--- config.mk ---
export PLATFORM = sky130hd
export DESIGN_NAME = dring_seq
export DESIGN_NICKNAME = d
export VERILOG_FILES = /design/src/rtl/dring_pkg.sv /design/src/rtl/dring_step.sv /design/src/rtl/dring_stat_fmt.sv /design/src/rtl/dring_irq_gate.sv /design/src/rtl/dring_seq.sv
export SDC_FILE = /design/constraint.sdc
export NUM_CORES = 1
export LEC_CHECK = 0
export ABC_AREA = 1
export CAP_MARGIN = 25
export CORE_MARGIN = 5
export CORE_UTILIZATION = 50
export CTS_CLUSTER_DIAMETER = 120
export CTS_CLUSTER_SIZE = 24
export DETAILED_ROUTE_END_ITERATION = 16
export PLACE_DENSITY = 0.86
export SYNTH_ARGS = -nofsm -noshare
export SYNTH_HDL_FRONTEND = slang
export SYNTH_SLANG_ARGS = --single-unit
--- constraint.sdc ---
create_clock -name clk -period 3.8 [get_ports clk]
set_input_delay 0.57 -clock clk [delete_from_list [all_inputs] [get_ports clk]]
set_output_delay 0.57 -clock clk [all_outputs]
set_load 0.02 [all_outputs]
--- src/rtl/dring_pkg.sv ---
package dring_pkg;

  typedef enum logic [1:0] {
    EVT_PART = 2'd0,
    EVT_DONE = 2'd1,
    EVT_FAIL = 2'd2,
    EVT_FAIL_ALT = 2'd3
  } evt_kind_e;

  localparam int STAT_ERR_BIT  = 15;
  localparam int STAT_WRAP_BIT = 13;
  localparam int STAT_INTR_BIT = 12;
  localparam int STAT_UP_BIT   = 8;
  localparam logic [15:0] STAT_RSVD_MASK = 16'h4E00;
  localparam logic [3:0]  ETYPE_HDR_CHECK = 4'h1;
  localparam logic [2:0]  OFS_STATUS = 3'd0;
  localparam logic [2:0]  OFS_HEADER = 3'd2;

  function automatic logic [15:0] pack_status(input logic err, input logic up,
                                              input logic wrap, input logic intr,
                                              input logic [7:0] hstart);
    logic [15:0] s;
    s = '0;
    s[STAT_ERR_BIT]  = err;
    s[STAT_WRAP_BIT] = wrap;
    s[STAT_INTR_BIT] = intr;
    s[STAT_UP_BIT]   = up;
    s[7:0]           = hstart;
    return s;
  endfunction

  function automatic logic status_failed(input logic [15:0] s);
    return s[STAT_ERR_BIT] & s[STAT_UP_BIT];
  endfunction

endpackage

--- src/rtl/dring_step.sv ---
module dring_step #(
  parameter int IDX_W    = 13,
  parameter int MAX_DESC = 8192
) (
  input  logic [IDX_W-1:0] cur_idx,
  input  logic             wrap,
  output logic [IDX_W-1:0] nxt_idx,
  output logic             overrun
);
  localparam logic [IDX_W-1:0] LAST_IDX = IDX_W'(MAX_DESC - 1);

  always_comb begin
    overrun = 1'b0;
    if (wrap) begin
      nxt_idx = '0;
    end else if (cur_idx == LAST_IDX) begin
      nxt_idx = '0;
      overrun = 1'b1;
    end else begin
      nxt_idx = cur_idx + 1'b1;
    end
  end
endmodule

--- src/rtl/dring_stat_fmt.sv ---
module dring_stat_fmt
  import dring_pkg::*;
(
  input  logic [1:0]  kind,
  input  logic [15:0] rd_status,
  input  logic [7:0]  hstart,
  output logic [15:0] wr_status,
  output logic        commit,
  output logic        failed
);
  always_comb begin
    commit    = (kind != EVT_PART);
    failed    = (kind == EVT_FAIL) || (kind == EVT_FAIL_ALT);
    wr_status = pack_status(failed, failed | ~commit,
                            rd_status[STAT_WRAP_BIT], rd_status[STAT_INTR_BIT],
                            hstart);
  end
endmodule

--- src/rtl/dring_irq_gate.sv ---
module dring_irq_gate
  import dring_pkg::*;
(
  input  logic       fire,
  input  logic       failed,
  input  logic       desc_intr,
  input  logic       irq_en,
  input  logic [7:0] cid,
  input  logic [3:0] etype,
  output logic       irq,
  output logic       iq_push,
  output logic [7:0] iq_cid,
  output logic [3:0] iq_etype
);
  always_comb begin
    irq      = fire & desc_intr & irq_en;
    iq_push  = fire & failed;
    iq_etype = etype;
    iq_cid   = (etype == ETYPE_HDR_CHECK) ? 8'h00 : cid;
  end
endmodule

--- src/rtl/dring_seq.sv ---
module dring_seq
  import dring_pkg::*;
#(
  parameter  int RING_BYTES = 65536,
  localparam int MAX_DESC   = RING_BYTES / 8,
  localparam int IDX_W      = $clog2(MAX_DESC),
  localparam int ADDR_W     = IDX_W + 3
) (
  input  logic              clk,
  input  logic              rst_n,
  input  logic              cfg_irq_en,
  input  logic              rx_evt_valid,
  output logic              rx_evt_ready,
  input  logic [1:0]        rx_evt_kind,
  input  logic [7:0]        rx_evt_hdr_start,
  input  logic [15:0]       rx_evt_hdr_rest,
  input  logic [7:0]        rx_evt_cid,
  input  logic [3:0]        rx_evt_etype,
  input  logic              tx_adv_req,
  output logic              tx_adv_ack,
  output logic              tx_skip,
  output logic [IDX_W-1:0]  tx_desc_idx,
  output logic              mem_req,
  output logic              mem_we,
  output logic [ADDR_W-1:0] mem_addr,
  output logic [15:0]       mem_wdata,
  input  logic [15:0]       mem_rdata,
  output logic [IDX_W-1:0]  rx_idx,
  output logic [IDX_W-1:0]  tx_idx,
  output logic              rx_stuck,
  output logic              cfg_err,
  output logic              irq,
  output logic              iq_push,
  output logic [7:0]        iq_cid,
  output logic [3:0]        iq_etype
);
  localparam int OCC_W = IDX_W + 1;
  localparam logic [OCC_W-1:0] OCC_FULL = OCC_W'(MAX_DESC);

  typedef enum logic [2:0] {
    S_IDLE, S_RX_RD, S_RX_WS, S_RX_WH, S_TX_RD, S_TX_EV
  } seq_st_e;

  seq_st_e          st_q, st_d;
  logic [IDX_W-1:0] rx_idx_q, tx_idx_q;
  logic [OCC_W-1:0] occ_q;
  logic             cfg_err_q, rx_stuck_q;
  logic [1:0]       ev_kind_q;
  logic [7:0]       ev_hstart_q, ev_cid_q;
  logic [15:0]      ev_rest_q;
  logic [3:0]       ev_etype_q;
  logic             lat_wrap_q, lat_intr_q;

  // named internal events
  logic             rx_accept, tx_start, rx_fire, rx_commit, tx_eval;
  logic             tx_fail;
  logic [15:0]      wr_status;
  logic             fmt_commit, fmt_failed;

  // index steppers: side 0 receive, side 1 transmit
  logic [IDX_W-1:0] step_cur [2];
  logic             step_wrap [2];
  logic [IDX_W-1:0] step_nxt [2];
  logic             step_ovr [2];

  assign step_cur[0]  = rx_idx_q;
  assign step_wrap[0] = lat_wrap_q;
  assign step_cur[1]  = tx_idx_q;
  assign step_wrap[1] = mem_rdata[STAT_WRAP_BIT];

  for (genvar g = 0; g < 2; g++) begin : g_step
    dring_step #(.IDX_W(IDX_W), .MAX_DESC(MAX_DESC)) u_step (
      .cur_idx (step_cur[g]),
      .wrap    (step_wrap[g]),
      .nxt_idx (step_nxt[g]),
      .overrun (step_ovr[g])
    );
  end

  dring_stat_fmt u_fmt (
    .kind      (ev_kind_q),
    .rd_status (mem_rdata),
    .hstart    (ev_hstart_q),
    .wr_status (wr_status),
    .commit    (fmt_commit),
    .failed    (fmt_failed)
  );

  assign rx_accept = (st_q == S_IDLE) && rx_evt_valid;
  assign tx_start  = (st_q == S_IDLE) && !rx_evt_valid && tx_adv_req && (occ_q != '0);
  assign rx_fire   = (st_q == S_RX_WH);
  assign rx_commit = rx_fire && fmt_commit;
  assign tx_eval   = (st_q == S_TX_EV);
  assign tx_fail   = status_failed(mem_rdata);

  dring_irq_gate u_irq (
    .fire      (rx_commit),
    .failed    (fmt_failed),
    .desc_intr (lat_intr_q),
    .irq_en    (cfg_irq_en),
    .cid       (ev_cid_q),
    .etype     (ev_etype_q),
    .irq       (irq),
    .iq_push   (iq_push),
    .iq_cid    (iq_cid),
    .iq_etype  (iq_etype)
  );

  always_comb begin
    st_d = st_q;
    unique case (st_q)
      S_IDLE:  if (rx_accept) st_d = S_RX_RD;
               else if (tx_start) st_d = S_TX_RD;
      S_RX_RD: st_d = S_RX_WS;
      S_RX_WS: st_d = S_RX_WH;
      S_RX_WH: st_d = S_IDLE;
      S_TX_RD: st_d = S_TX_EV;
      S_TX_EV: st_d = S_IDLE;
      default: st_d = S_IDLE;
    endcase
  end

  always_comb begin
    mem_req   = 1'b0;
    mem_we    = 1'b0;
    mem_addr  = '0;
    mem_wdata = '0;
    unique case (st_q)
      S_RX_RD: begin
        mem_req  = 1'b1;
        mem_addr = {rx_idx_q, OFS_STATUS};
      end
      S_RX_WS: begin
        mem_req   = 1'b1;
        mem_we    = 1'b1;
        mem_addr  = {rx_idx_q, OFS_STATUS};
        mem_wdata = wr_status;
      end
      S_RX_WH: begin
        mem_req   = 1'b1;
        mem_we    = 1'b1;
        mem_addr  = {rx_idx_q, OFS_HEADER};
        mem_wdata = ev_rest_q;
      end
      S_TX_RD: begin
        mem_req  = 1'b1;
        mem_addr = {tx_idx_q, OFS_STATUS};
      end
      default: ;
    endcase
  end

  always_ff @(posedge clk) begin
    if (!rst_n) begin
      st_q        <= S_IDLE;
      rx_idx_q    <= '0;
      tx_idx_q    <= '0;
      occ_q       <= '0;
      cfg_err_q   <= 1'b0;
      rx_stuck_q  <= 1'b0;
      ev_kind_q   <= EVT_PART;
      ev_hstart_q <= '0;
      ev_rest_q   <= '0;
      ev_cid_q    <= '0;
      ev_etype_q  <= '0;
      lat_wrap_q  <= 1'b0;
      lat_intr_q  <= 1'b0;
    end else begin
      st_q <= st_d;
      if (rx_accept) begin
        ev_kind_q   <= rx_evt_kind;
        ev_hstart_q <= rx_evt_hdr_start;
        ev_rest_q   <= rx_evt_hdr_rest;
        ev_cid_q    <= rx_evt_cid;
        ev_etype_q  <= rx_evt_etype;
      end
      if (st_q == S_RX_WS) begin
        lat_wrap_q <= mem_rdata[STAT_WRAP_BIT];
        lat_intr_q <= mem_rdata[STAT_INTR_BIT];
      end
      if (rx_fire) begin
        if (rx_commit) begin
          rx_idx_q   <= step_nxt[0];
          rx_stuck_q <= 1'b0;
          if (occ_q != OCC_FULL) occ_q <= occ_q + 1'b1;
          if (step_ovr[0]) cfg_err_q <= 1'b1;
        end else begin
          rx_stuck_q <= 1'b1;
        end
      end
      if (tx_eval) begin
        tx_idx_q <= step_nxt[1];
        occ_q    <= occ_q - 1'b1;
        if (step_ovr[1]) cfg_err_q <= 1'b1;
      end
    end
  end

  assign rx_evt_ready = (st_q == S_IDLE);
  assign tx_adv_ack   = tx_eval && !tx_fail;
  assign tx_skip      = tx_eval && tx_fail;
  assign tx_desc_idx  = tx_idx_q;
  assign rx_idx       = rx_idx_q;
  assign tx_idx       = tx_idx_q;
  assign rx_stuck     = rx_stuck_q;
  assign cfg_err      = cfg_err_q;

endmodule

# After elaboration in Yosys (flattened, before gate mapping)
# Index checks and enable logic that the tools add are counted.
[totals] elab_cells=82 output_inout_bits=92 input_bits=59 reg_bits=85
[op_classes] eq_ne=12 n_bitwise=6 addsub=4 n_reduce_logical=21 muxes=26
[ops] cell="$mux 14" n=4
[ops] cell="$mux 13" n=4
[ops] cell="$pmux 16 s3" n=1
[ops] cell="$pmux 16 s2" n=1
[ops] cell="$add 13x1->13 const B" n=2
[ops] cell="$eq 13x13->1 const B" n=2
[ops] cell="$add 14x1->14 const B" n=1
[ops] cell="$ne 14x14->1 const B" n=1
[ops] cell="$reduce_bool 14->1" n=1
[ops] cell="$sub 14x1->14 const B" n=1
[ops] cell="$mux 1" n=12
[ops] cell="$pmux 3 s4" n=1
[ops] cell="$mux 8" n=1
[ops] cell="$reduce_bool 2->1" n=4
[ops] cell="$logic_and 1x1->1" n=7
[ops] cell="$eq 3x2->1 const B" n=2
[ops] cell="$eq 3x3->1 const B" n=2
[ops] cell="$mux 3" n=2
[ops] cell="$and 1x1->1" n=4
[ops] cell="$eq 2x2->1 const B" n=2
[ops] cell="$eq 4x1->1 const B" n=1
[ops] cell="$reduce_or 2->1" n=2
[ops] cell="$reduce_or 4->1" n=1
[ops] cell="$eq 3x1->1 const B" n=1
[ops] cell="other kinds (8)" n=9

# Logic depth before layout (Yosys ltp)
# Gate-level depths: netlist (run 1).
[logic_depth] depth_word=8 ltp_mapped=17 ltp_nobuf=16

# Modules after synthesis
# Synthesis (run 1) repeated with hierarchy kept, for this count alone.
[unflattened] hier_cells=804 hier_area_um2=5122.4
[modules_own_cells] mod="dring_seq" area_each_um2=4181.5 cells_each=613 instances=1 seq_area_each_um2=1701.6
[modules_own_cells] mod="dring_step" area_each_um2=337.8 cells_each=72 instances=2 seq_area_each_um2=0.0
[modules_own_cells] mod="dring_stat_fmt" area_each_um2=135.1 cells_each=21 instances=1 seq_area_each_um2=0.0
[modules_own_cells] mod="dring_irq_gate" area_each_um2=130.1 cells_each=26 instances=1 seq_area_each_um2=0.0

# Worst setup path after synthesis (run 1)
# No wires, ideal clock.
[synth_timing] kind="flip-flop to output port" start="register st_q[0]" end="output mem_addr[10]" path_buffers=2 arrival_ns=1.603 required_time_ns=3.230 slack_ns=1.627 stages_incl_launch_ff=8 path_cell_list="dfxtp_1 > buf_6 > nor2_1 > inv_1 > nor2_1 > inv_1 > clkbuf_1 > o21ai_0"
[synth_via] elab_chain_cells=3 elab_cells_between_ends=6 cone_classes="eq/ne (4); mux (1); reduce/logical (1)"
[synth_lines] element="start, declared" line="dring_seq.sv:44" text="seq_st_e st_q, st_d;"
[synth_lines] element="start signal, assigned" line="dring_seq.sv:169" text="st_q <= st_d;"
[synth_lines] element="$eq 3x2->1 / $eq 3x1->1 (equally long branches)" line="dring_seq.sv:128" text="unique case (st_q)"
[synth_lines] element="$reduce_or 2->1 (no source line)"
[synth_lines] element="$pmux 16 s3 *" line="dring_seq.sv:128"
[synth_lines] element="end, declared" line="dring_seq.sv:25" text="output logic [ADDR_W-1:0] mem_addr,"
# Every way passes the cells marked *; elsewhere a longest branch is shown, timed or not.

# Worst setup path in the final report (run 1)
[layout_timing] start="register st_q[0]" end="output mem_addr[11]"
# The elaborated chain is that of the path after synthesis.

==> run metrics, run 1 <==
outcome completed; worst-skew pair later-pin latency 0.37 ns; Slew @ Worst Pin just over 1 ns; register area approximately 1700 sq um; synthesized area around 4700 sq um; Tmin final between 3 and 4 ns; Vias approximately 5k; Syn Inst Count 702; Nets between 800 and 900; Sw Ratio a little over a third; Layout area overhead 30.9%; startpoint type of the worst setup path register; cell-internal power approximately 0.0016 W; min-delay worst type register to register; Gates resized, CTS repair 0; clk_skew 0.0165 ns; Data arrival, critical path 2.71 ns; die width approximately 110 microns; worst vdd ir 0.000249 V; Layout fillers roughly 770; most common cell after layout, fill and taps aside clkdlybuf4s50_1; Port Buffers around 140; critical path endpoint category output pin; Yosys Warn Count 0; core region area a little over 9000 sq um; hold bufs inserted after CTS 0; share of cells above drive strength 1 about 5.0%; WL/cell 14.1 microns; CTS H-Tree Depth 3; Synth Flop Type dfxtp_1; pwr/cell area around 400 nW/um^2; part of the power in registers between 40% and 50%; Row Count 35; Congestion Overflow GR 0; Yosys reg bits between 80 and 90; max_cap viols 0; syn_area_per_cell around 6.7 sq um; sequential fraction of the synthesis area ~36%; CP max FO 11; CTS max path bufs 2; Clock power frac between 20% and 30%; GRT Overall Usage around 22%; drt pass-1 iters 6; antenna violations before repair 0; largest net degree at the start of global routing 45; Rel. slew slack about a third; RSZ-0062 raised after global routing false; Comb power frac 29.3%; final setup fails 0; routability cong. between 0.9 and 1; ys async rst share 0%; initial core utilization between 50% and 60%; chip height roughly 110 microns; Post-CTS Setup Repair Bufs 0; 1st-iter DRT viols 263; CTS buffer count 9; number of global-route vias before repair about 4.8k; cell taking the most area after synthesis dfxtp_1; total negative slack 0 ns; drc violations 0; WP data required ~3.2 ns; Hold Vio Cnt, Final 0; dominant cells by area after synthesis dfxtp_1 36%, nand2_1 11%, inv_1 8.6%; Yosys top cell area share about 36%; crit share post-route 86.4%; post-synth cell types between 40 and 50; Final Max Slew Viols 0; FMAX slightly above 0.3 GHz; Die ar. roughly 11,000 sq um; Final ANT Viol Nets 0; Static Leakage about 2.4 nW; first-pass GRT wire length around 21,000 microns; CTS root buf clkbuf_8; critical path class register to output pin; n_diodes 0; CTS tree done; fin cells 925; Clock transition at path regs 0.09 ns; P_sw about 0.00087 W; Routed WL 13,000 microns; DP HPWL 9620 microns; IO Count 151; Post-synth EDFFs 0; commonest cells after routing, fill and taps aside 136 x clkdlybuf4s50_1, 134 x nand2_1, 107 x inv_1; clk sinks 85; Vias per Instance ~5.4; Multi-input gate area around 2300 sq um; placed insts between 900 and 1k
registers in the layout, summed over array words and instances, names as in the netlist, 2 cells and up:
register	count
ev_kind_q	2
st_q	3
occ_q	14
ev_etype_q	4
ev_hstart_q	8
ev_cid_q	8
tx_desc_idx	13
ev_rest_q	16
rx_idx	13
cell usage after synthesis, drive strengths merged (4+ instances only):
| library cell | instances |
|---|---|
| o22ai | 17 |
| a211oi | 5 |
| nor4 | 4 |
| nor3 | 16 |
| buf | 32 |
| xor2 | 9 |
| nor2 | 78 |
| nand3 | 33 |
| nand3b | 4 |
| o21ai | 62 |
| a21oi | 64 |
| nand2 | 144 |
| inv | 109 |
| nand4 | 9 |
| dfxtp | 85 |
| clkbuf | 13 |
routing by layer:
layer	track usage (%)	share of wire, %	up-vias
li1	-	-	2462
met1	26.2	40	2232
met2	36.9	46	264
met3	8.61	12	21
met4	8.77	1.6	0
met5	0	0	-
critical path, stage by stage, from the launching register on:
cell and delay, ns:
dfxtp_1 0.44, nor2_1 0.24, inv_1 0.09, nor2_1 0.36, inv_1 0.32, o22ai_1 0.25
clkdlybuf4s50_1 0.65
final cells by class:
type	count	area share, %
clock buffers	11	2.31
clock inverters	5	1.08
inverters	110	6.79
multi-input cells	463	37.0
flip-flops and latches	85	27.8
well taps	111	2.27
repair buffers	140	22.7
through the flow:
step | utilization, % | area [sq um] | setup WS, ns | power, W | hold WS, ns
floorplan | - | 4680 | 1.63 | 0.00155 | 0.425
global placement | 64.3 | 5910 | 0.972 | 0.00177 | 0.433
detailed placement | 64.3 | 5910 | 0.920 | 0.00179 | 0.441
CTS | 66.6 | 6120 | 0.532 | 0.00247 | 0.455
global route | 66.6 | 6120 | 0.311 | 0.00260 | 0.475
finish | 66.6 | 6120 | 0.518 | 0.00247 | 0.453
final timing paths:
check | from | endpoint | slack, ns | cells after the start
setup / recovery | st_q[0] | mem_addr[11] | 0.52 | 6
setup reg to reg | tx_desc_idx[0] | tx_desc_idx[1] | 1.25 | 8
hold / removal | ev_rest_q[8] | ev_rest_q[8] | 0.45 | 2
hold reg to reg | ev_rest_q[8] | ev_rest_q[8] | 0.45 | 2
power by group through the flow:
stage               clock network (W)  registers [W]  logic, W
floorplan                           0        0.00107  0.000486
global placement                    0        0.00107  0.000696
detailed placement                  0        0.00108  0.000714
CTS                          0.000690        0.00106  0.000719
global route                 0.000726        0.00107  0.000800
finish                       0.000685        0.00106  0.000722
cells by family (layout without fill, tap and decap cells):
logic type	count (synthesis)	count (layout)	share of synthesized area (%)
simple gates	292	292	27.2
compound gates	156	156	18.3
buf+inv	155	266	15.3
flops	85	85	36.4
xor+xnor	10	10	1.87
fa+ha+maj	3	3	0.803
other cells	1	2	0.0802
No activity file was read; power rests on OpenSTA's default activity.
==> inputs of run 2 (changes only) <==
--- a/config.mk
+++ b/config.mk
@@ -7,11 +7,12 @@
 export LEC_CHECK = 0
 export ABC_AREA = 1
 export CAP_MARGIN = 25
-export CORE_MARGIN = 5
+export CORE_MARGIN = 1.5
 export CORE_UTILIZATION = 50
 export CTS_CLUSTER_DIAMETER = 120
 export CTS_CLUSTER_SIZE = 24
 export DETAILED_ROUTE_END_ITERATION = 16
+export GPL_TIMING_DRIVEN = 0
 export PLACE_DENSITY = 0.86
 export SYNTH_ARGS = -nofsm -noshare
 export SYNTH_HDL_FRONTEND = slang
==> run 2 against run 1 <==
Against the previous run:
- maximum frequency decreased by 0.95%
- first-iteration DRC count up 2.3%
- count of clock-buffer cells in the layout decreased by 2
- largest power group unchanged
- cell count rose by 4.3%
==> run metrics, run 2 (same netlist as run 1, synthesis figures left out) <==
final setup fails 0 (unchanged); core region area 9150 sq um (was 9200 sq um); worst-skew pair later-pin latency 0.36 ns (was 0.37 ns); GRT Overall Usage 28.7% (was 22.4%); CTS H-Tree Depth 3 (unchanged); n_diodes 0 (unchanged); drt pass-1 iters 6 (unchanged); CTS tree done (unchanged); CTS root buf clkbuf_8 (unchanged); CP max FO 10 (was 11); Gates resized, CTS repair 0 (unchanged); RSZ-0062 raised after global routing false (unchanged); Most flops, register ev_rest_q (unchanged); Rel. slew slack 58.7% (was 31.5%); share of cells above drive strength 1 7.96% (was 5.04%); 1st-iter DRT viols 269 (was 263); chip height 99.7 microns (was 107 microns); Row Count 35 (unchanged); hold bufs inserted after CTS 0 (unchanged); number of global-route vias before repair 5,005 (was 4,761); Routed WL 13,800 microns (was 13,000 microns); Vias 5,147 (was 4,979); final core utilization 69.8% (was 66.6%); drc violations 0 (unchanged); Die ar. 9940 sq um (was 11,400 sq um); Port Buffers 135 (was 136); Data arrival, critical path 2.74 ns (was 2.71 ns); total negative slack 0 ns (unchanged); Multi-input gate area 2260 sq um (was 2270 sq um); Worst R2R Setup Slack 1.43 ns (was 1.25 ns); IO Count 151 (unchanged); worst vdd ir 0.000277 V (was 0.000249 V); Largest regs ev_rest_q (16), occ_q (14) (unchanged); first-pass GRT wire length 22,900 microns (was 21,100 microns); Static Leakage 2.56 nW (was 2.40 nW); Nets 912 (was 871); Hold Vio Cnt, Final 0 (unchanged); DP HPWL 10,700 microns (was 9620 microns); antenna violations before repair 0 (unchanged); depth of the most critical reg-to-reg path 9 (was 8); register area 1700 sq um (unchanged); crit share post-route 87.2% (was 86.4%); Vias per Instance 5.33 (was 5.38); routability cong. 0.921 (was 0.947); Largest register FFs 16 (unchanged); clk sinks 85 (unchanged); hold depth 2 (unchanged); WL/cell 14.3 microns (was 14.1 microns); Final Max Slew Viols 0 (unchanged); FMAX 0.302 GHz (was 0.305 GHz); Layout area overhead 36.6% (was 30.9%); pwr/cell area 399 nW/um^2 (was 403 nW/um^2); startpoint type of the worst setup path register (unchanged); WP data required 3.23 ns (about the same); Final ANT Viol Nets 0 (unchanged); critical path endpoint category output pin (unchanged); placed insts 949 (was 909); commonest cells after routing, fill and taps aside 135 x nand2_1, 135 x clkdlybuf4s50_1, 107 x inv_1 (was 136 x clkdlybuf4s50_1, 134 x nand2_1, 107 x inv_1); CTS max path bufs 2 (unchanged); Tmin final 3.31 ns (was 3.28 ns); Slew @ Worst Pin 0.614 ns (was 1.02 ns); fin cells 965 (was 925); max_cap viols 0 (unchanged); CTS buffer count 9 (unchanged); Congestion Overflow GR 0 (unchanged); Clock transition at path regs 0.09 ns (about the same); clk_skew 0.0116 ns (was 0.0165 ns); outcome completed (unchanged); Pwr Total 0.00255 W (was 0.00247 W); Layout fillers 775 (was 767); largest net degree at the start of global routing 15 (was 45); Post-CTS Setup Repair Bufs 0 (unchanged); initial core utilization 51.1% (was 50.8%); die width 99.7 microns (was 107 microns); min-delay worst type register to register (unchanged); critical path class register to output pin (unchanged)
## run 2: report_power, final
part	internal, W	leakage, nW	switching (W)
combinational	0.000301	1.77	0.000494
clock	0.000367	0.105	0.000341
sequential	0.000995	0.694	0.0000511
total	0.00166	2.56	0.000886
## run 2: per-stage QoR
| step | setup WS [ns] | instance area [sq um] | hold slack, ns |
|---|---|---|---|
| after global routing | 0.264 | 6380 | 0.477 |
| after detailed placement | 0.881 | 6170 | 0.440 |
| final | 0.486 | 6380 | 0.450 |
| after CTS | 0.480 | 6380 | 0.454 |
| after floorplan | 1.63 | 4680 | 0.425 |
| after global placement | 0.937 | 6170 | 0.435 |
## run 2: area by class of cell
type / count / share of cell area, %
Clock buffer: 9 / 1.94
Inverter: 110 / 6.51
Tap cell: 111 / 2.18
Sequential cell: 85 / 26.7
Buffer: 45 / 4.68
Multi-Input combinational cell: 463 / 35.4
Timing Repair Buffer: 136 / 21.2
Clock inverter: 6 / 1.35
## run 2: worst max-delay path, stage by stage (launching register included)
cell	delay, ns
dfxtp_1	0.42
nor2_1	0.21
inv_1	0.08
nor2_1	0.32
inv_1	0.12
clkbuf_1	0.28
o21ai_0	0.29
clkdlybuf4s50_1	0.66
## run 2: path summary, 6_finish.rpt
kind | from | endpoint
worst max-delay path | st_q[1] | mem_addr[5]
worst min-delay path | ev_rest_q[12] | ev_rest_q[12]
worst max register to register | tx_desc_idx[0] | tx_desc_idx[0]
worst min register to register | ev_rest_q[12] | ev_rest_q[12]
## run 2: per-layer routing
metal,track usage [%],vias to the layer above,share of wire (%)
met1,33.8,2319,41
met5,0,-,0
met4,12.2,0,2.1
met3,7.24,29,9.0
li1,-,2545,-
met2,49.4,254,48
